[src/rtl/es_pkg.sv]
// Shared definitions for the errored-second classifier.
// Assumes the event bit map given in the brief; only positions that logic
// decodes are named here.
package es_pkg;

    // Event source positions with special handling
    localparam int SRC_CRC = 0;   // CRC error strobe, also feeds E1 CRC count
    localparam int SRC_FS  = 2;   // Fs framing bit error, SF only

    // Class of a finished second; value is the bit of the one-hot pulse
    typedef enum logic [1:0] {
        CLS_FREE = 2'd0,
        CLS_ES   = 2'd1,
        CLS_BES  = 2'd2,
        CLS_SES  = 2'd3
    } sec_class_e;

    localparam int N_CLASS = 4;

endpackage

[src/rtl/es_event_qual.sv]
// Event qualifier: applies the per-source enable mask and the Fs suppression
// in DS1 ESF mode, then counts how many qualified sources are high this cycle.
// Also produces the raw E1 CRC strobe, which ignores the enable mask.
// Assumes N_SRC > SRC_FS and purely combinational use.
module es_event_qual
    import es_pkg::*;
#(
    parameter int N_SRC = 9,
    parameter int ADD_W = $clog2(N_SRC + 1)
) (
    input  logic [N_SRC-1:0] evt_i,
    input  logic [N_SRC-1:0] en_i,
    input  logic             e1_mode_i,
    input  logic             esf_mode_i,
    output logic [N_SRC-1:0] qual_o,
    output logic [ADD_W-1:0] n_evt_o,
    output logic             crc_hit_o
);

    logic fs_block;

    // Fs errors carry no meaning in ESF framing
    assign fs_block = !e1_mode_i && esf_mode_i;

    for (genvar s = 0; s < N_SRC; s++) begin : g_src
        if (s == SRC_FS) begin : g_fs
            assign qual_o[s] = evt_i[s] && en_i[s] && !fs_block;
        end else begin : g_plain
            assign qual_o[s] = evt_i[s] && en_i[s];
        end
    end

    // Population count of qualified sources in this cycle
    always_comb begin
        n_evt_o = '0;
        for (int s = 0; s < N_SRC; s++) begin
            n_evt_o = n_evt_o + ADD_W'(qual_o[s]);
        end
    end

    // E1 CRC strobe for the excessive-CRC count, mask not applied
    assign crc_hit_o = e1_mode_i && evt_i[SRC_CRC];

    // a_r1_mask_respected: no qualified source without strobe and enable
    always_comb begin
        a_r1_mask_respected: assert ((qual_o & ~(evt_i & en_i)) == '0);
    end

    // a_r2_fs_blocked_esf: Fs never counted in DS1 ESF
    always_comb begin
        if (!e1_mode_i && esf_mode_i) begin
            a_r2_fs_blocked_esf: assert (!qual_o[SRC_FS]);
        end
    end

endmodule

[src/rtl/es_sec_counter.sv]
// Per-second accumulators: a saturating qualified-event counter and a
// saturating E1 CRC counter. Both restart at the tick with that cycle's
// input, so tick-cycle events belong to the new second.
// Assumes n_evt_i never exceeds the counter range in one cycle.
module es_sec_counter #(
    parameter int CNT_W = 16,
    parameter int ADD_W = 4
) (
    input  logic             clk,
    input  logic             rst_n,
    input  logic             tick_i,
    input  logic [ADD_W-1:0] n_evt_i,
    input  logic             crc_hit_i,
    output logic [CNT_W-1:0] evt_cnt_o,
    output logic [CNT_W-1:0] crc_cnt_o
);

    logic [CNT_W:0]   evt_sum;
    logic [CNT_W:0]   crc_sum;
    logic [CNT_W-1:0] evt_cnt_q;
    logic [CNT_W-1:0] crc_cnt_q;

    // Wide sums so the carry shows an overflow
    assign evt_sum = {1'b0, evt_cnt_q} + (CNT_W+1)'(n_evt_i);
    assign crc_sum = {1'b0, crc_cnt_q} + (CNT_W+1)'(crc_hit_i);

    // Event counter: restart on tick, otherwise saturating add
    always_ff @(posedge clk) begin
        if (!rst_n) begin
            evt_cnt_q <= '0;
        end else if (tick_i) begin
            evt_cnt_q <= CNT_W'(n_evt_i);
        end else if (evt_sum[CNT_W]) begin
            evt_cnt_q <= '1;
        end else begin
            evt_cnt_q <= evt_sum[CNT_W-1:0];
        end
    end

    // CRC counter: same restart and saturation rule
    always_ff @(posedge clk) begin
        if (!rst_n) begin
            crc_cnt_q <= '0;
        end else if (tick_i) begin
            crc_cnt_q <= CNT_W'(crc_hit_i);
        end else if (crc_sum[CNT_W]) begin
            crc_cnt_q <= '1;
        end else begin
            crc_cnt_q <= crc_sum[CNT_W-1:0];
        end
    end

    assign evt_cnt_o = evt_cnt_q;
    assign crc_cnt_o = crc_cnt_q;

    // a_r4_restart_on_tick: the new second starts from tick-cycle events
    a_r4_restart_on_tick: assert property (@(posedge clk) disable iff (!rst_n)
        tick_i |=> (evt_cnt_q == CNT_W'($past(n_evt_i))));

    // a_r5_evt_saturates: a full counter stays full until the tick
    a_r5_evt_saturates: assert property (@(posedge clk) disable iff (!rst_n)
        ((evt_cnt_q == '1) && !tick_i) |=> (evt_cnt_q == '1));

endmodule

[src/rtl/es_grader.sv]
// Second grader: at the tick, classifies the finished event count against
// the errored and severe thresholds, pulses the class for one cycle, keeps
// saturating class totals and evaluates the E1 excessive-CRC condition.
// Assumes tick_i is a single-cycle strobe and thresholds are static
// around it.
module es_grader
    import es_pkg::*;
#(
    parameter int CNT_W = 16,
    parameter int SEC_W = 16
) (
    input  logic                           clk,
    input  logic                           rst_n,
    input  logic                           tick_i,
    input  logic                           e1_mode_i,
    input  logic [CNT_W-1:0]               evt_cnt_i,
    input  logic [CNT_W-1:0]               crc_cnt_i,
    input  logic [CNT_W-1:0]               es_thr_i,
    input  logic [CNT_W-1:0]               ses_thr_ds1_i,
    input  logic [CNT_W-1:0]               ses_thr_e1_i,
    input  logic [CNT_W-1:0]               crc_thr_i,
    input  logic                           reframe_en_i,
    output logic [N_CLASS-1:0]             cls_pulse_o,
    output logic [N_CLASS-1:0][SEC_W-1:0]  cls_cnt_o,
    output logic                           exc_crc_o,
    output logic                           reframe_req_o
);

    sec_class_e                      cls_now;
    logic [CNT_W-1:0]                ses_thr;
    logic [N_CLASS-1:0]              cls_q;
    logic [N_CLASS-1:0][SEC_W-1:0]   cls_cnt_q;
    logic                            crc_over;
    logic                            exc_q;
    logic                            reframe_q;

    // Severe threshold follows the line mode
    assign ses_thr = e1_mode_i ? ses_thr_e1_i : ses_thr_ds1_i;

    // Grade the finished second; severe takes priority over errored
    always_comb begin
        if (evt_cnt_i == '0) begin
            cls_now = CLS_FREE;
        end else if (evt_cnt_i >= ses_thr) begin
            cls_now = CLS_SES;
        end else if (evt_cnt_i <= es_thr_i) begin
            cls_now = CLS_ES;
        end else begin
            cls_now = CLS_BES;
        end
    end

    // One-hot class pulse for the cycle after the tick
    always_ff @(posedge clk) begin
        if (!rst_n) begin
            cls_q <= '0;
        end else if (tick_i) begin
            cls_q <= N_CLASS'(1) << cls_now;
        end else begin
            cls_q <= '0;
        end
    end

    for (genvar k = 0; k < N_CLASS; k++) begin : g_cls_cnt
        // Saturating total for class k, bumped on its tick
        always_ff @(posedge clk) begin
            if (!rst_n) begin
                cls_cnt_q[k] <= '0;
            end else if (tick_i && (cls_now == sec_class_e'(k))
                         && (cls_cnt_q[k] != '1)) begin
                cls_cnt_q[k] <= cls_cnt_q[k] + SEC_W'(1);
            end
        end
    end

    // Excessive CRC compare, meaningful in E1 only
    assign crc_over = e1_mode_i && (crc_cnt_i >= crc_thr_i);

    // Excessive-CRC flag held for one second, reframe as a single pulse
    always_ff @(posedge clk) begin
        if (!rst_n) begin
            exc_q     <= 1'b0;
            reframe_q <= 1'b0;
        end else if (tick_i) begin
            exc_q     <= crc_over;
            reframe_q <= crc_over && reframe_en_i;
        end else begin
            reframe_q <= 1'b0;
        end
    end

    assign cls_pulse_o   = cls_q;
    assign cls_cnt_o     = cls_cnt_q;
    assign exc_crc_o     = exc_q;
    assign reframe_req_o = reframe_q;

    // a_r3_class_onehot: never two classes at once
    a_r3_class_onehot: assert property (@(posedge clk) disable iff (!rst_n)
        $onehot0(cls_q));

    // a_r3_pulse_after_tick: a class pulse only follows a tick
    a_r3_pulse_after_tick: assert property (@(posedge clk) disable iff (!rst_n)
        (cls_q != '0) |-> $past(tick_i));

    // a_r6_totals_hold: class totals move only at a tick
    a_r6_totals_hold: assert property (@(posedge clk) disable iff (!rst_n)
        !tick_i |=> $stable(cls_cnt_q));

    // a_r8_exc_rise_e1_tick: flag rises only after an E1 tick
    a_r8_exc_rise_e1_tick: assert property (@(posedge clk) disable iff (!rst_n)
        $rose(exc_q) |-> $past(tick_i && e1_mode_i));

    // a_r8_reframe_needs_exc: reframe request only with the flag
    a_r8_reframe_needs_exc: assert property (@(posedge clk) disable iff (!rst_n)
        reframe_q |-> exc_q);

endmodule

[src/rtl/es_path.sv]
// One monitoring direction: qualifier, per-second counters and grader.
// Assumes all configuration inputs are quasi-static.
module es_path
    import es_pkg::*;
#(
    parameter int N_SRC = 9,
    parameter int CNT_W = 16,
    parameter int SEC_W = 16
) (
    input  logic                          clk,
    input  logic                          rst_n,
    input  logic                          tick_i,
    input  logic                          e1_mode_i,
    input  logic                          esf_mode_i,
    input  logic [N_SRC-1:0]              evt_i,
    input  logic [N_SRC-1:0]              en_i,
    input  logic [CNT_W-1:0]              es_thr_i,
    input  logic [CNT_W-1:0]              ses_thr_ds1_i,
    input  logic [CNT_W-1:0]              ses_thr_e1_i,
    input  logic [CNT_W-1:0]              crc_thr_i,
    input  logic                          reframe_en_i,
    output logic [N_CLASS-1:0]            cls_pulse_o,
    output logic [N_CLASS-1:0][SEC_W-1:0] cls_cnt_o,
    output logic                          exc_crc_o,
    output logic                          reframe_req_o
);

    localparam int ADD_W = $clog2(N_SRC + 1);

    logic [N_SRC-1:0] qual;
    logic [ADD_W-1:0] n_evt;
    logic             crc_hit;
    logic [CNT_W-1:0] evt_cnt;
    logic [CNT_W-1:0] crc_cnt;

    es_event_qual #(
        .N_SRC (N_SRC),
        .ADD_W (ADD_W)
    ) u_qual (
        .evt_i      (evt_i),
        .en_i       (en_i),
        .e1_mode_i  (e1_mode_i),
        .esf_mode_i (esf_mode_i),
        .qual_o     (qual),
        .n_evt_o    (n_evt),
        .crc_hit_o  (crc_hit)
    );

    es_sec_counter #(
        .CNT_W (CNT_W),
        .ADD_W (ADD_W)
    ) u_cnt (
        .clk       (clk),
        .rst_n     (rst_n),
        .tick_i    (tick_i),
        .n_evt_i   (n_evt),
        .crc_hit_i (crc_hit),
        .evt_cnt_o (evt_cnt),
        .crc_cnt_o (crc_cnt)
    );

    es_grader #(
        .CNT_W (CNT_W),
        .SEC_W (SEC_W)
    ) u_grade (
        .clk           (clk),
        .rst_n         (rst_n),
        .tick_i        (tick_i),
        .e1_mode_i     (e1_mode_i),
        .evt_cnt_i     (evt_cnt),
        .crc_cnt_i     (crc_cnt),
        .es_thr_i      (es_thr_i),
        .ses_thr_ds1_i (ses_thr_ds1_i),
        .ses_thr_e1_i  (ses_thr_e1_i),
        .crc_thr_i     (crc_thr_i),
        .reframe_en_i  (reframe_en_i),
        .cls_pulse_o   (cls_pulse_o),
        .cls_cnt_o     (cls_cnt_o),
        .exc_crc_o     (exc_crc_o),
        .reframe_req_o (reframe_req_o)
    );

    // a_r1_count_bounded: per-cycle count never exceeds strobes present
    always_comb begin
        a_r1_count_bounded: assert (32'(n_evt) <= 32'($countones(evt_i & en_i)));
    end

endmodule

[src/rtl/es_classifier.sv]
// Errored-second classifier top: N_PATH independent monitoring directions
// (receive and transmit by default) sharing only the one-second tick.
// Assumes a single clock domain and a one-cycle sec_tick.
module es_classifier
    import es_pkg::*;
#(
    parameter int N_PATH = 2,
    parameter int N_SRC  = 9,
    parameter int CNT_W  = 16,
    parameter int SEC_W  = 16
) (
    input  logic                          clk,
    input  logic                          rst_n,
    input  logic                          sec_tick,
    input  logic [N_PATH-1:0]             e1_mode,
    input  logic [N_PATH-1:0]             esf_mode,
    input  logic [N_PATH-1:0][N_SRC-1:0]  evt,
    input  logic [N_PATH-1:0][N_SRC-1:0]  evt_en,
    input  logic [N_PATH-1:0][CNT_W-1:0]  es_thr,
    input  logic [N_PATH-1:0][CNT_W-1:0]  ses_thr_ds1,
    input  logic [N_PATH-1:0][CNT_W-1:0]  ses_thr_e1,
    input  logic [N_PATH-1:0][CNT_W-1:0]  crc_thr,
    input  logic [N_PATH-1:0]             reframe_en,
    output logic [N_PATH-1:0][3:0]        cls_pulse,
    output logic [N_PATH-1:0][SEC_W-1:0]  cnt_free,
    output logic [N_PATH-1:0][SEC_W-1:0]  cnt_es,
    output logic [N_PATH-1:0][SEC_W-1:0]  cnt_bes,
    output logic [N_PATH-1:0][SEC_W-1:0]  cnt_ses,
    output logic [N_PATH-1:0]             exc_crc,
    output logic [N_PATH-1:0]             reframe_req
);

    for (genvar p = 0; p < N_PATH; p++) begin : g_path
        logic [N_CLASS-1:0][SEC_W-1:0] totals;

        es_path #(
            .N_SRC (N_SRC),
            .CNT_W (CNT_W),
            .SEC_W (SEC_W)
        ) u_path (
            .clk           (clk),
            .rst_n         (rst_n),
            .tick_i        (sec_tick),
            .e1_mode_i     (e1_mode[p]),
            .esf_mode_i    (esf_mode[p]),
            .evt_i         (evt[p]),
            .en_i          (evt_en[p]),
            .es_thr_i      (es_thr[p]),
            .ses_thr_ds1_i (ses_thr_ds1[p]),
            .ses_thr_e1_i  (ses_thr_e1[p]),
            .crc_thr_i     (crc_thr[p]),
            .reframe_en_i  (reframe_en[p]),
            .cls_pulse_o   (cls_pulse[p]),
            .cls_cnt_o     (totals),
            .exc_crc_o     (exc_crc[p]),
            .reframe_req_o (reframe_req[p])
        );

        // Spread the class totals onto named ports
        assign cnt_free[p] = totals[CLS_FREE];
        assign cnt_es[p]   = totals[CLS_ES];
        assign cnt_bes[p]  = totals[CLS_BES];
        assign cnt_ses[p]  = totals[CLS_SES];
    end

endmodule

[config.mk]
export PLATFORM = sky130hd
export DESIGN_NAME = es_classifier
export DESIGN_NICKNAME = d
export VERILOG_FILES = /design/src/rtl/es_pkg.sv /design/src/rtl/es_event_qual.sv /design/src/rtl/es_sec_counter.sv /design/src/rtl/es_grader.sv /design/src/rtl/es_path.sv /design/src/rtl/es_classifier.sv
export SDC_FILE = /design/constraint.sdc
export NUM_CORES = 1
export LEC_CHECK = 0
export ABC_AREA = 1
export BUFFER_PORTS_ARGS = -buffer_cell sky130_fd_sc_hd__buf_2
export CORE_MARGIN = 2
export CORE_UTILIZATION = 40
export DETAILED_ROUTE_END_ITERATION = 7
export GPL_TIMING_DRIVEN = 0
export PLACE_DENSITY = 0.71
export SLEW_MARGIN = 25
export SYNTH_ARGS = -nofsm -noshare
export SYNTH_HDL_FRONTEND = slang
export SYNTH_SLANG_ARGS = --single-unit
[constraint.sdc]
create_clock -name clk -period 5.2 [get_ports clk]
set_clock_uncertainty 0.2 [all_clocks]
set_input_delay 0.78 -clock clk [delete_from_list [all_inputs] [get_ports clk]]
set_output_delay 0.78 -clock clk [all_outputs]
set_load 0.02 [all_outputs]
==> After elaboration in Yosys (flattened, before gate mapping) <==
Index checks and enable logic that the tools add are counted.
{ "totals": {"reg_bits": 204, "wordCells": 143, "input_bits": 173, "output_inout_bits": 140} }
{ "op_classes": {"n_addsub": 28, "bitwise_logic": 1, "n_lt_le_gt_ge": 6, "eq_ne": 14, "reduce_logical": 54, "muxes": 16, "shift": 2} }
{ "op_table": {"columns": ["op", "n"], "rows": [
  ["adder 16 x 1 -> 16 bit (second input constant)", 8],
  ["!= test 16 bit (second input constant)", 8],
  ["two-way mux 16 bit", 6],
  [">= comparator 16 bit", 4],
  ["logical AND 1 bit", 44],
  ["adder 4 x 1 -> 4 bit", 10],
  ["adder 16 x 1 -> 17 bit", 2],
  ["adder 16 x 4 -> 17 bit", 2],
  ["less-or-equal comparator 16 bit", 2],
  ["logical NOT 16 bit", 2],
  ["two-way mux 2 bit", 6],
  ["adder 3 x 1 -> 4 bit", 2],
  ["equality test 2 bit (second input constant)", 4],
  ["two-way mux 4 bit", 2],
  ["<< shifter 1 x 2 -> 4 bit (first input constant)", 2],
  ["adder 2 x 1 -> 3 bit", 2],
  ["adder 1 x 1 -> 2 bit", 2],
  ["equality test 2 x 1 -> 1 bit (second input constant)", 2],
  ["logical NOT 1 bit", 4],
  ["logical NOT 2 bit", 2],
  ["two-way mux 1 bit", 2],
  ["AND reduction 2 bit", 1],
  ["OR reduction 2 bit", 1],
  ["inverter 1 bit", 1]
]} }

==> Logic depth before layout (Yosys ltp) <==
Gate-level depths: netlist of the first run.
{ "depth": {"word_depth": 14, "ltp_mapped": 22} }

==> Cells and area by module <==
Synthesis of the first run repeated with hierarchy kept, for this count alone.
{ "unflattened": {"cells_unflattened": 2214, "area_unflattened_um2": 15227.1} }
{ "modules_own_cells": {"columns": ["module", "cells_each", "n_inst", "area_each_um2", "seq_area_each_um2"], "rows": [
  ["es_grader", 801, 2, 5437.7, 1401.3],
  ["es_sec_counter", 263, 2, 1913.1, 640.6],
  ["es_event_qual", 43, 2, 262.8, 0.0]
]} }

==> Worst setup path before layout of the first run <==
No wires, ideal clock.
{ "synth_path": {"path_type": "input to register", "start": "input evt[0] (netlist bit)", "end": "register g_path[0].u_path.u_cnt.evt_cnt_q[11]", "n_path_buf": 0, "setup_slack_ns": 0.252, "t_arrival_ns": 4.632, "path_stages": 18, "path_cell_list": "nand2_1 -> fa_1 -> fa_1 -> fa_1 -> inv_1 -> fa_1 -> inv_1 -> fa_1 -> inv_1 -> fa_1 -> a31oi_1 -> nor3_2 -> nand2_1 -> nor2_1 -> nand2_1 -> o21ai_0 -> o21ai_0 -> inv_1"} }
{ "synth_via": {"elab_chain_len": 11} }
{ "synth_lines": {"columns": ["element", "line_no", "source"], "rows": [
  ["from (decl)", "es_classifier.sv:17", "input logic [N_PATH-1:0][N_SRC-1:0] evt,"],
  ["logical AND 1 bit", "es_event_qual.sv:29", "assign qual_o[s] = evt_i[s] && en_i[s];"],
  ["adder 1 x 1 -> 2 bit", "es_event_qual.sv:37", "n_evt_o = n_evt_o + ADD_W'(qual_o[s]);"],
  ["adder 2 x 1 -> 3 bit", "es_event_qual.sv:37", null],
  ["adder 3 x 1 -> 4 bit", "es_event_qual.sv:37", null],
  ["adder 4 x 1 -> 4 bit (5 in series)", "es_event_qual.sv:37", null],
  ["adder 16 x 4 -> 17 bit", "es_sec_counter.sv:24", "assign evt_sum = {1'b0, evt_cnt_q} + (CNT_W+1)'(n_evt_i);"],
  ["two-way mux 16 bit", "es_sec_counter.sv:33", "end else if (evt_sum[CNT_W]) begin"],
  ["to (signal assigned)", "es_sec_counter.sv:32", "evt_cnt_q <= CNT_W'(n_evt_i);"],
  ["to (signal assigned)", "es_sec_counter.sv:36", "evt_cnt_q <= evt_sum[CNT_W-1:0];"],
  ["to (decl)", "es_sec_counter.sv:20", "logic [CNT_W-1:0] evt_cnt_q;"]
]} }
No other way between the ends.
A chain may end at the register's enable or synchronous reset.

==> Final worst setup path of the first run <==
{ "layout_path": {"start": "input evt[9] (netlist bit)", "end": "register g_path[1].u_path.u_cnt.evt_cnt_q[1]"} }
{ "layout_via": {"elab_chain_len": 12} }
{ "layout_lines": {"columns": ["element", "line_no", "source"], "rows": [
  ["logical AND 1 bit *", "es_event_qual.sv:29", null],
  ["adder 1 x 1 -> 2 bit *", "es_event_qual.sv:37", null],
  ["adder 2 x 1 -> 3 bit *", "es_event_qual.sv:37", null],
  ["adder 3 x 1 -> 4 bit *", "es_event_qual.sv:37", null],
  ["adder 4 x 1 -> 4 bit * (5 in series)", "es_event_qual.sv:37", null],
  ["adder 16 x 4 -> 17 bit", "es_sec_counter.sv:24", null],
  ["two-way mux 16 bit", "es_sec_counter.sv:33", null],
  ["two-way mux 4 bit *", "es_sec_counter.sv:31", "end else if (tick_i) begin"],
  ["to (signal assigned)", "es_sec_counter.sv:32", null],
  ["to (signal assigned)", "es_sec_counter.sv:36", null],
  ["to (decl)", "es_sec_counter.sv:20", null]
]} }
Every way passes the cells marked *; elsewhere a longest branch is shown, timed or not.

==> flow_summary.json, run 1 <==
{
  "antenna_left": 0,
  "synthCells": 2000,
  "antenna_found_initial": 0,
  "io_buffer_count": 309,
  "r2r_slack_ns": 2.65,
  "synthDistinctLibCells": 56,
  "synthFlopType": "dfxtp_1",
  "pin_count": 313,
  "cts_made_buffers": 25,
  "crit_path_max_fanout": 9,
  "post_drt_wl_per_cell_um": 14.5,
  "fmax_mhz": 201,
  "fin_tns_setup_ns": 0,
  "max-cap-violations": 0,
  "synthesis.area_um2": 14000,
  "reg2regPathDepth": 10,
  "instances_no_fill": 2811,
  "ctsLongestPathBuffers": 3,
  "ys_seq_elements": 204,
  "dpl_cell_area_um2": 16100,
  "final-seq-area_um2": 4080,
  "pre_cts_ws_ns": -0.447,
  "criticalPathCategory": "input pin to flop",
  "grt_usage_pct": 21.7,
  "drcViolationCount": 0,
  "hold-worst-slack_ns": 0.268,
  "async_flop_share_pct": 0,
  "vdd_drop_max_mv": 0.247,
  "yosysSeqAreaShare_pct": 29.2,
  "htreeDepth": 1,
  "n_fill_cell": 3427,
  "endpoint_kind": "flop",
  "root_buffer": "clkbuf_16",
  "hold_path.startpoint": "reframe_en[1]",
  "start_kind": "input pin",
  "r2r_end": "g_path[1].u_path.u_cnt.evt_cnt_o[1]",
  "syn_area_per_cell_um2": 6.99,
  "grt_overflow": 0,
  "rr_startpoint": "g_path[1].u_path.u_cnt.evt_cnt_o[0]",
  "via_count": 14200,
  "setup_violations": 0,
  "dieArea_um2": 36500,
  "cts.sinks": 204,
  "status": "finished, final reports clean",
  "stdcell_area_um2": 17000,
  "syn_nets": 2305,
  "synth_top_area_share_pct": 29.2,
  "p_per_area_nw_per_um2": 248,
  "hold_depth": 3,
  "multi_input_comb_area_um2": 8540,
  "synth_area_leaders": "dfxtp_1, ha_1, nand2_1",
  "synth_edf_count": 0,
  "cts_tree": "done",
  "fin_crit_ns": 4.97,
  "tightest_slew_ns": 0.861,
  "chipWidth_um": 191,
  "placedCellCount": 2764,
  "hold_path_class": "input pin to flop",
  "clock_latency_ns": 0.53,
  "chipHeight_um": 191,
  "finalHoldViolCount": 0,
  "power_mw": 4.21,
  "wl_um": 40700,
  "drtPass1Iterations": 5,
  "synth_area_leader_cell": "dfxtp_1",
  "grt_max_degree": 13,
  "drt_iter0_markers": 609,
  "drive_above_1_share_pct": 19.6,
  "synthToLayoutAreaGrowth_pct": 21.4,
  "clk_pin_slew_ns": 0.06,
  "nets": 2642,
  "postLayoutCoreUtil_pct": 49.2,
  "viasPerCell": 5.07,
  "period_share_pct": 95.6,
  "worstPathArrival_ns": 5.22,
  "dp_hpwl_um": 31800,
  "fp.coreArea_um2": 34500,
  "grt_pass1_wl_um": 65200,
  "globalplace.congestion": 0.934,
  "start_util_pct": 40.6,
  "worst_hold_path.endpoint": "g_path[1].u_path.u_grade.reframe_req_o",
  "required_ns": 5.45,
  "num_rows": 68,
  "relSlewSlack_pct": 42.6,
  "ys_warn_count": 0,
  "leakagePower_nw": 8.31,
  "drv_slew": 0,
  "setup_slack_ns": 0.229,
  "grt_pass1_vias": 13500
}
## synth_stat cells (24+ instances only)
cell      count
nand2_1     397
inv_1       270
nor2_1      209
dfxtp_1     204
a21oi_1     169
nand3_1     124
ha_1        120
o21ai_0      70
nand4_1      61
xor2_1       55
nor3_1       53
xnor2_1      33
mux2i_1      30
clkbuf_1     24
inv_2        24
## repair_timing
| action | CTS | global route |
|---|---|---|
| setup endpoints to repair | 0 | 13 |
| resized for setup | 0 | 6 |
| hold endpoints to repair | 0 | 0 |
| setup buffers | 0 | 1 |
| hold buffers | 0 | 0 |
## critical path, stage by stage
cell	delay, ns
buf_2	0.09
nand2_1	0.07
fa_1	0.52
fa_1	0.52
fa_1	0.54
inv_1	0.06
fa_1	0.47
inv_1	0.09
fa_1	0.44
inv_1	0.12
fa_1	0.24
a31oi_2	0.14
nor3_2	0.23
nand2_1	0.16
nor2_1	0.15
nand2_1	0.22
inv_4	0.18
o21ai_0	0.09
o21ai_0	0.10
## cells by family after synthesis
kind of cell | after synthesis | synth area share [%]
AOI/OAI and AO/OA | 277 | 10.4
xor gates and xnor gates | 88 | 5.51
adders and majority gates | 132 | 12.5
buffers and inverters | 344 | 9.84
DFF | 204 | 29.2
muxes | 30 | 2.15
and+or+nand+nor | 925 | 30.4
## registers in the layout, indices dropped and copies added, names as in the netlist
| name | flops |
|---|---|
| g_path.u_path.u_grade.cls_cnt_o | 128 |
| g_path.u_path.u_cnt.crc_cnt_o | 32 |
| g_path.u_path.u_cnt.evt_cnt_o | 32 |
| g_path.u_path.u_grade.cls_pulse_o | 8 |
| g_path.u_path.u_grade.exc_crc_o | 2 |
| g_path.u_path.u_grade.reframe_req_o | 2 |
## area by class of cell
| class | count | area share, % |
|---|---|---|
| multi-input combinational | 1452 | 50.3 |
| sequential | 204 | 24.1 |
| timing repair buffer | 310 | 9.16 |
| inverter | 296 | 6.57 |
| clock buffer | 37 | 4.37 |
| tap | 455 | 3.36 |
| buffer | 48 | 1.55 |
| clock inverter | 8 | 0.590 |
| antenna | 1 | 0.0147 |
## power by group
part,internal (mW),switching [mW],total [mW]
sequential,1.60,0.0523,1.66
clock,1.08,0.696,1.78
combinational,0.288,0.482,0.770
total,2.97,1.23,4.21
## metal layers
layer / GRT usage [%] / wire [um] / up-vias
li1: - / - / 7227
met1: 26.8 / 17500 / 6563
met2: 38.6 / 19400 / 394
met3: 3.86 / 2800 / 60
met4: 5.72 / 1010 / 0
met5: 0 / 0 / -
## layout by cell type, fill, tap and decap left out, drive strengths merged
cell | netlist | layout
nand2 | 409 | 409
nand4 | 64 | 64
clkinv | 2 | 6
buf | 24 | 334
a31oi | 10 | 10
nand3b | 3 | 3
bufinv | 0 | 2
o21bai | 1 | 1
and3 | 3 | 3
xor2 | 55 | 55
or2 | 6 | 6
a21o | 2 | 2
a211oi | 1 | 1
dfxtp | 204 | 204
a31o | 1 | 1
o31ai | 3 | 3
nor2 | 229 | 229
a21boi | 1 | 1
clkbuf | 24 | 61
inv | 294 | 296
mux2i | 30 | 30
a21oi | 170 | 170
fa | 12 | 12
o211ai | 3 | 3
and2 | 1 | 1
ha | 120 | 120
xnor2 | 33 | 33
nor4 | 12 | 12
nor3 | 60 | 60
o21a | 5 | 5
o2111ai | 1 | 1
o21ai | 79 | 79
nand3 | 131 | 131
diode | 0 | 1
nor3b | 7 | 7
## how the worst max path moves through the flow
stage / start / end / depth (start not counted)
floorplan: evt[0] / g_path[0].u_path.u_cnt.evt_cnt_o[11] / 18
global placement: evt[0] / g_path[0].u_path.u_cnt.evt_cnt_o[14] / 19
detailed placement: evt[0] / g_path[0].u_path.u_cnt.evt_cnt_o[11] / 19
CTS: evt[0] / g_path[0].u_path.u_cnt.evt_cnt_o[11] / 19
global route: evt[9] / g_path[1].u_path.u_cnt.evt_cnt_o[1] / 19
finish: evt[9] / g_path[1].u_path.u_cnt.evt_cnt_o[1] / 19
Note: power is estimated with default switching activity, not from simulation.
==> run 2, diff against run 1 <==
PLACE_DENSITY = default   (was 0.71)
PLACE_DENSITY_LB_ADDON = 0.15   (was default)
==> run 2 against run 1 <==
Critical endpoint unchanged. Critical path type unchanged. Largest power group unchanged. Core utilization is 0.36 points higher. Combinational power hardly changed. Worst setup slack better by 0.029 ns. Sequential cell count stayed put.
==> flow_summary.json, run 2 (synthesis results as in run 1) <==
{
  "vdd_drop_max_mv": 0.234,
  "top_layer": "met4",
  "internal_power_mw": 3.15,
  "globalplace.congestion": 0.926,
  "drtPass1Iterations": 7,
  "chipHeight_um": 191,
  "drt_iter0_markers": 548,
  "io_buffer_count": 309,
  "criticalPathCategory": "input pin to flop",
  "pre_cts_ws_ns": -0.466,
  "grt_overflow": 0,
  "wl_met1_um": 18100,
  "n_fill_cell": 3516,
  "root_buffer": "clkbuf_16",
  "dp_hpwl_um": 31900,
  "start_kind": "input pin",
  "endpoint_kind": "flop",
  "comb_power_share_pct": 17.4,
  "final_cell_mix": "nand2_1, buf_2, inv_1",
  "setup_violations": 0,
  "setup_slack_ns": 0.257,
  "fin_tns_setup_ns": 0,
  "cpMostUsedCell": "fa_1",
  "grt_pass1_wl_um": 64700,
  "drcViolationCount": 0,
  "placedCellCount": 2764,
  "route.met3.wl_um": 2830,
  "drv_slew": 0,
  "status": "finished, final reports clean",
  "grt_pass1_vias": 13200,
  "finalHoldViolCount": 0,
  "post_drt_wl_per_cell_um": 14.4,
  "dieArea_um2": 36500,
  "crit_path_top_delay_cell": "fa_1",
  "hold_path.startpoint": "g_path[1].u_path.u_grade.exc_crc_o",
  "num_rows": 68,
  "power.switching_mw": 1.27,
  "grt_max_degree": 13,
  "worstSetupEndpoint": "g_path[1].u_path.u_cnt.evt_cnt_o[1]",
  "r2r_slack_ns": 2.70,
  "crit_path_max_fanout": 9,
  "period_share_pct": 95.1,
  "worstPathArrival_ns": 5.20,
  "swShare_pct": 28.7,
  "r2r_end": "g_path[1].u_path.u_grade.cls_cnt_o[63]",
  "pin_count": 313,
  "drive_above_1_share_pct": 19.9,
  "power_mw": 4.41,
  "hold_path_class": "flop to flop",
  "grt_usage_pct": 21.8,
  "fp.coreArea_um2": 34500,
  "dr_wl_met2_um": 18600,
  "required_ns": 5.45,
  "start_util_pct": 40.6,
  "crit_path_max_incr_delay_ns": 0.54,
  "leakagePower_nw": 8.38,
  "cts.sinks": 204,
  "p_per_area_nw_per_um2": 258,
  "fin_crit_ns": 4.94,
  "relSlewSlack_pct": 43.1,
  "crit_chain": "buf_2, nand2_1, fa_2, fa_1, fa_1, inv_1, fa_1, inv_1, fa_1, inv_1, fa_1, a31oi_1, nor3_2, nand2_2, nor2_4, nand2_4, inv_4, o21ai_0, o21ai_0",
  "p_clk_share_pct": 45.1,
  "final-seq-area_um2": 4080,
  "nets": 2643,
  "tightest_slew_ns": 0.853,
  "mostFrequentLayoutCell": "nand2_1",
  "via_count": 13900,
  "clock_latency_ns": 0.53,
  "instances_no_fill": 2815,
  "wl_um": 40600,
  "clk_pin_slew_ns": 0.06,
  "htreeDepth": 1,
  "synthToLayoutAreaGrowth_pct": 22.3,
  "cts_tree": "done",
  "chipWidth_um": 191,
  "reg2regPathDepth": 12,
  "fmax_mhz": 202,
  "cts_made_buffers": 26,
  "antenna_found_initial": 2,
  "stdcell_area_um2": 17100,
  "rr_startpoint": "g_path[1].u_path.u_cnt.evt_cnt_o[13]",
  "multi_input_comb_area_um2": 8550,
  "ctsLongestPathBuffers": 3,
  "max-cap-violations": 0,
  "dpl_cell_area_um2": 16100,
  "crit_start": "evt[12]",
  "viasPerCell": 4.92,
  "largest_reg_flops": 128,
  "antenna_left": 0,
  "seq_power_share_pct": 37.5
}
==> run 2: changes by cell type in the layout (fill, tap and decap cells not counted), sizes merged <==
cell | before | now
clkbuf | 61 | 57
clkinv | 6 | 10
bufinv | 2 | 5
clkinvlp | 0 | 1
diode | 1 | 2
inv | 296 | 295
==> run 2: layout make-up <==
| type | instances | area share (%) |
|---|---|---|
| Sequential cell | 204 | 23.9 |
| Clock buffer | 33 | 4.32 |
| Clock inverter | 15 | 1.25 |
| Antenna cell | 2 | 0.0293 |
| Timing Repair Buffer | 310 | 9.09 |
| Multi-Input combinational cell | 1452 | 50.0 |
| Buffer | 48 | 1.54 |
| Inverter | 296 | 6.52 |
| Tap cell | 455 | 3.33 |
==> run 2: worst min path at each step <==
| stage | to | depth (start not counted) |
|---|---|---|
| final | g_path[1].u_path.u_grade.exc_crc_o | 2 |
| after global routing | g_path[1].u_path.u_grade.exc_crc_o | 2 |
| after CTS | g_path[0].u_path.u_grade.reframe_req_o | 3 |
| after detailed placement | g_path[1].u_path.u_grade.exc_crc_o | 2 |
| after global placement | g_path[1].u_path.u_grade.exc_crc_o | 2 |
| after floorplan | g_path[0].u_path.u_grade.exc_crc_o | 2 |
==> run 2: layer usage <==
metal / up-vias / track usage (%)
met5: - / 0
met4: 0 / 6.74
met3: 60 / 4.75
met2: 348 / 37.0
met1: 6221 / 27.4
li1: 7223 / -
==> run 2: power by group through the flow <==
stage          combinational, mW  clock [mW]  sequential [mW]
2_1_floorplan              0.501           0             1.70
3_3_place_gp               0.754           0             1.69
3_5_place_dp               0.774           0             1.69
4_1_cts                    0.778        2.04             1.66
5_1_grt                    0.886        2.10             1.66
6_report                   0.769        1.99             1.66
==> run 2: worst max-delay path, delay by kind of cell <==
family	cells	cell delay (ns)
AO/OA/AOI/OAI	3	0.33
adder cells (fa/ha/maj)	6	2.71
buffers and inverters	5	0.49
AND/OR/NAND/NOR	5	0.89
==> run 2: what timing repair did <==
action / in CTS / in global routing
setup buffers: 0 / 1
hold buffers: 0 / 0
resized for setup: 0 / 10
endpoints found under the setup margin: 0 / 17
==> run 2: through the flow <==
| stage | hold slack [ns] | utilization, % |
|---|---|---|
| floorplan | 0.228 | - |
| global placement | 0.241 | 46.7 |
| detailed placement | 0.246 | 46.7 |
| CTS | 0.245 | 49.5 |
| global route | 0.267 | 49.6 |
| finish | 0.256 | 49.6 |
==> run 3, diff against run 2 <==
clock period = 5 ns   (was 5.2 ns; I/O delays follow)
==> run 3 against run 2 <==
First-iteration DRC count grew 2.4%. Power increased by 4.5%. Routed wire length grew 0.37%. Core utilization grew 0.21 points. Cell area rose by 0.42%. Register-to-register slack lost 0.20 ns.
==> flow_summary.json, run 3 (synthesis results as in run 1) <==
{
  "drive_above_1_share_pct": 20.4,
  "leakagePower_nw": 8.41,
  "start_util_pct": 40.6,
  "cts_made_buffers": 26,
  "htreeDepth": 1,
  "grt_overflow": 0,
  "pin_count": 313,
  "fp.coreArea_um2": 34500,
  "root_buffer": "clkbuf_16",
  "post_drt_wl_per_cell_um": 14.5,
  "start_kind": "input pin",
  "crit_chain": "buf_2, nand2_2, fa_2, fa_1, fa_1, inv_1, fa_1, inv_1, fa_1, inv_1, ha_1, a21oi_1, nand2_1, nand2_1, a21oi_2, nand3_2, nor2_1, nand2_1, nor3_1, nor2_1, nand2_1, inv_1",
  "required_ns": 5.22,
  "criticalPathCategory": "input pin to flop",
  "tightest_slew_ns": 0.851,
  "crit_path_max_fanout": 3,
  "worstPathArrival_ns": 5.00,
  "p_clk_share_pct": 44.9,
  "cts.sinks": 204,
  "chipHeight_um": 191,
  "largest_reg_flops": 128,
  "cts_tree": "done",
  "drv_slew": 0,
  "hold_path_class": "input pin to flop",
  "grt_pass1_vias": 13200,
  "clock_latency_ns": 0.53,
  "hold_depth": 3,
  "internal_power_mw": 3.28,
  "top_layer": "met4",
  "num_rows": 68,
  "relSlewSlack_pct": 43.3,
  "placedCellCount": 2764,
  "chipWidth_um": 191,
  "antenna_found_initial": 2,
  "drt_iter0_markers": 561,
  "clk_pin_slew_ns": 0.06,
  "fin_crit_ns": 4.78,
  "dr_wl_met2_um": 18700,
  "antenna_left": 0,
  "p_per_area_nw_per_um2": 269,
  "viasPerCell": 4.92,
  "reg2regPathDepth": 12,
  "final_cell_mix": "nand2_1, buf_2, inv_1",
  "drtPass1Iterations": 8,
  "grt_usage_pct": 21.8,
  "io_buffer_count": 309,
  "comb_power_share_pct": 17.8,
  "route.met3.wl_um": 2860,
  "wl_um": 40800,
  "max-cap-violations": 0,
  "synthToLayoutAreaGrowth_pct": 22.8,
  "setup_slack_ns": 0.219,
  "rsz0062_at_grt": "no",
  "vdd_drop_max_mv": 0.242,
  "seq_power_share_pct": 37.3,
  "dp_hpwl_um": 31900,
  "drcViolationCount": 0,
  "nets": 2647,
  "via_count": 13900,
  "pre_cts_ws_ns": -0.636,
  "crit_path_max_incr_delay_ns": 0.63,
  "grt_max_degree": 13,
  "swShare_pct": 28.8,
  "ctsLongestPathBuffers": 3,
  "finalHoldViolCount": 0,
  "dieArea_um2": 36500,
  "grt_pass1_wl_um": 64800,
  "mostFrequentLayoutCell": "nand2_1",
  "globalplace.congestion": 0.926,
  "endpoint_kind": "flop",
  "instances_no_fill": 2819,
  "power.switching_mw": 1.33,
  "fmax_mhz": 209,
  "crit_path_top_delay_cell": "fa_2",
  "wl_met1_um": 18100,
  "status": "finished, final reports clean",
  "setup_violations": 0,
  "period_share_pct": 95.6
}
## run 3: changes by cell type in the layout (fill, tap and decap cells not counted), moves of 2 or more
| cell | before | now |
|---|---|---|
| buf_4 | 15 | 18 |
| inv_2 | 23 | 25 |
| fa_1 | 11 | 8 |
| fa_2 | 1 | 4 |
| nand2_1 | 393 | 391 |
| nand2_2 | 14 | 16 |
## run 3: through the flow
step                util (%)  cell area [um^2]  hold WS [ns]  setup TNS (ns)  power (mW)
global placement        46.7             16100         0.241          -12.94        2.54
finish                  49.8             17200         0.244               0        4.61
detailed placement      46.7             16100         0.246          -13.88        2.56
CTS                     49.5             17100         0.215               0        4.66
floorplan                  -             14000         0.228               0        2.29
global route            49.8             17200         0.251               0        4.86
## run 3: timing repair
action                     in CTS  in global routing
hold buffers                    0                  0
setup buffers                   0                  4
gates resized for setup         2                 20
pin swaps                       0                  6
setup endpoints to repair       9                 32
cloned                          1                  0
## run 3: final timing paths
| path | start | endpoint | slack [ns] |
|---|---|---|---|
| setup / recovery | evt[12] | g_path[1].u_path.u_cnt.evt_cnt_o[15] | 0.22 |
| hold / removal | reframe_en[0] | g_path[0].u_path.u_grade.reframe_req_o | 0.24 |
| setup reg to reg | g_path[1].u_path.u_cnt.evt_cnt_o[13] | g_path[1].u_path.u_grade.cls_cnt_o[63] | 2.50 |
| hold reg to reg | g_path[1].u_path.u_grade.exc_crc_o | g_path[1].u_path.u_grade.exc_crc_o | 0.26 |
## run 3: critical path: cells and delay by family
kind	cells	cell delay [ns]
buf+inv	5	0.38
fa+ha+maj	6	2.66
simple gates	9	0.92
compound gates	2	0.28
## run 3: area by class of cell
class,count,area [um^2]
repair buffers,313,1580
diodes,2,5.00
clock inverters,15,214
fillers,3512,17300
multi-input cells,1452,8590
well taps,455,569
inverters,296,1110
flip-flops and latches,204,4080
clock buffers,33,738
plain buffers,48,263
repair inverters,1,7.51
## run 3: power groups by stage
stage,Sequential [mW],Clock (mW),Combinational (mW)
floorplan,1.77,0,0.521
global placement,1.76,0,0.784
detailed placement,1.76,0,0.805
CTS,1.72,2.12,0.809
global route,1.73,2.18,0.944
finish,1.72,2.07,0.821
## run 3: metal layers
| metal | GRT usage, % | vias to the layer above |
|---|---|---|
| li1 | - | 7232 |
| met1 | 27.4 | 6229 |
| met2 | 37.2 | 354 |
| met3 | 4.75 | 61 |
| met4 | 6.65 | 0 |
| met5 | 0 | - |
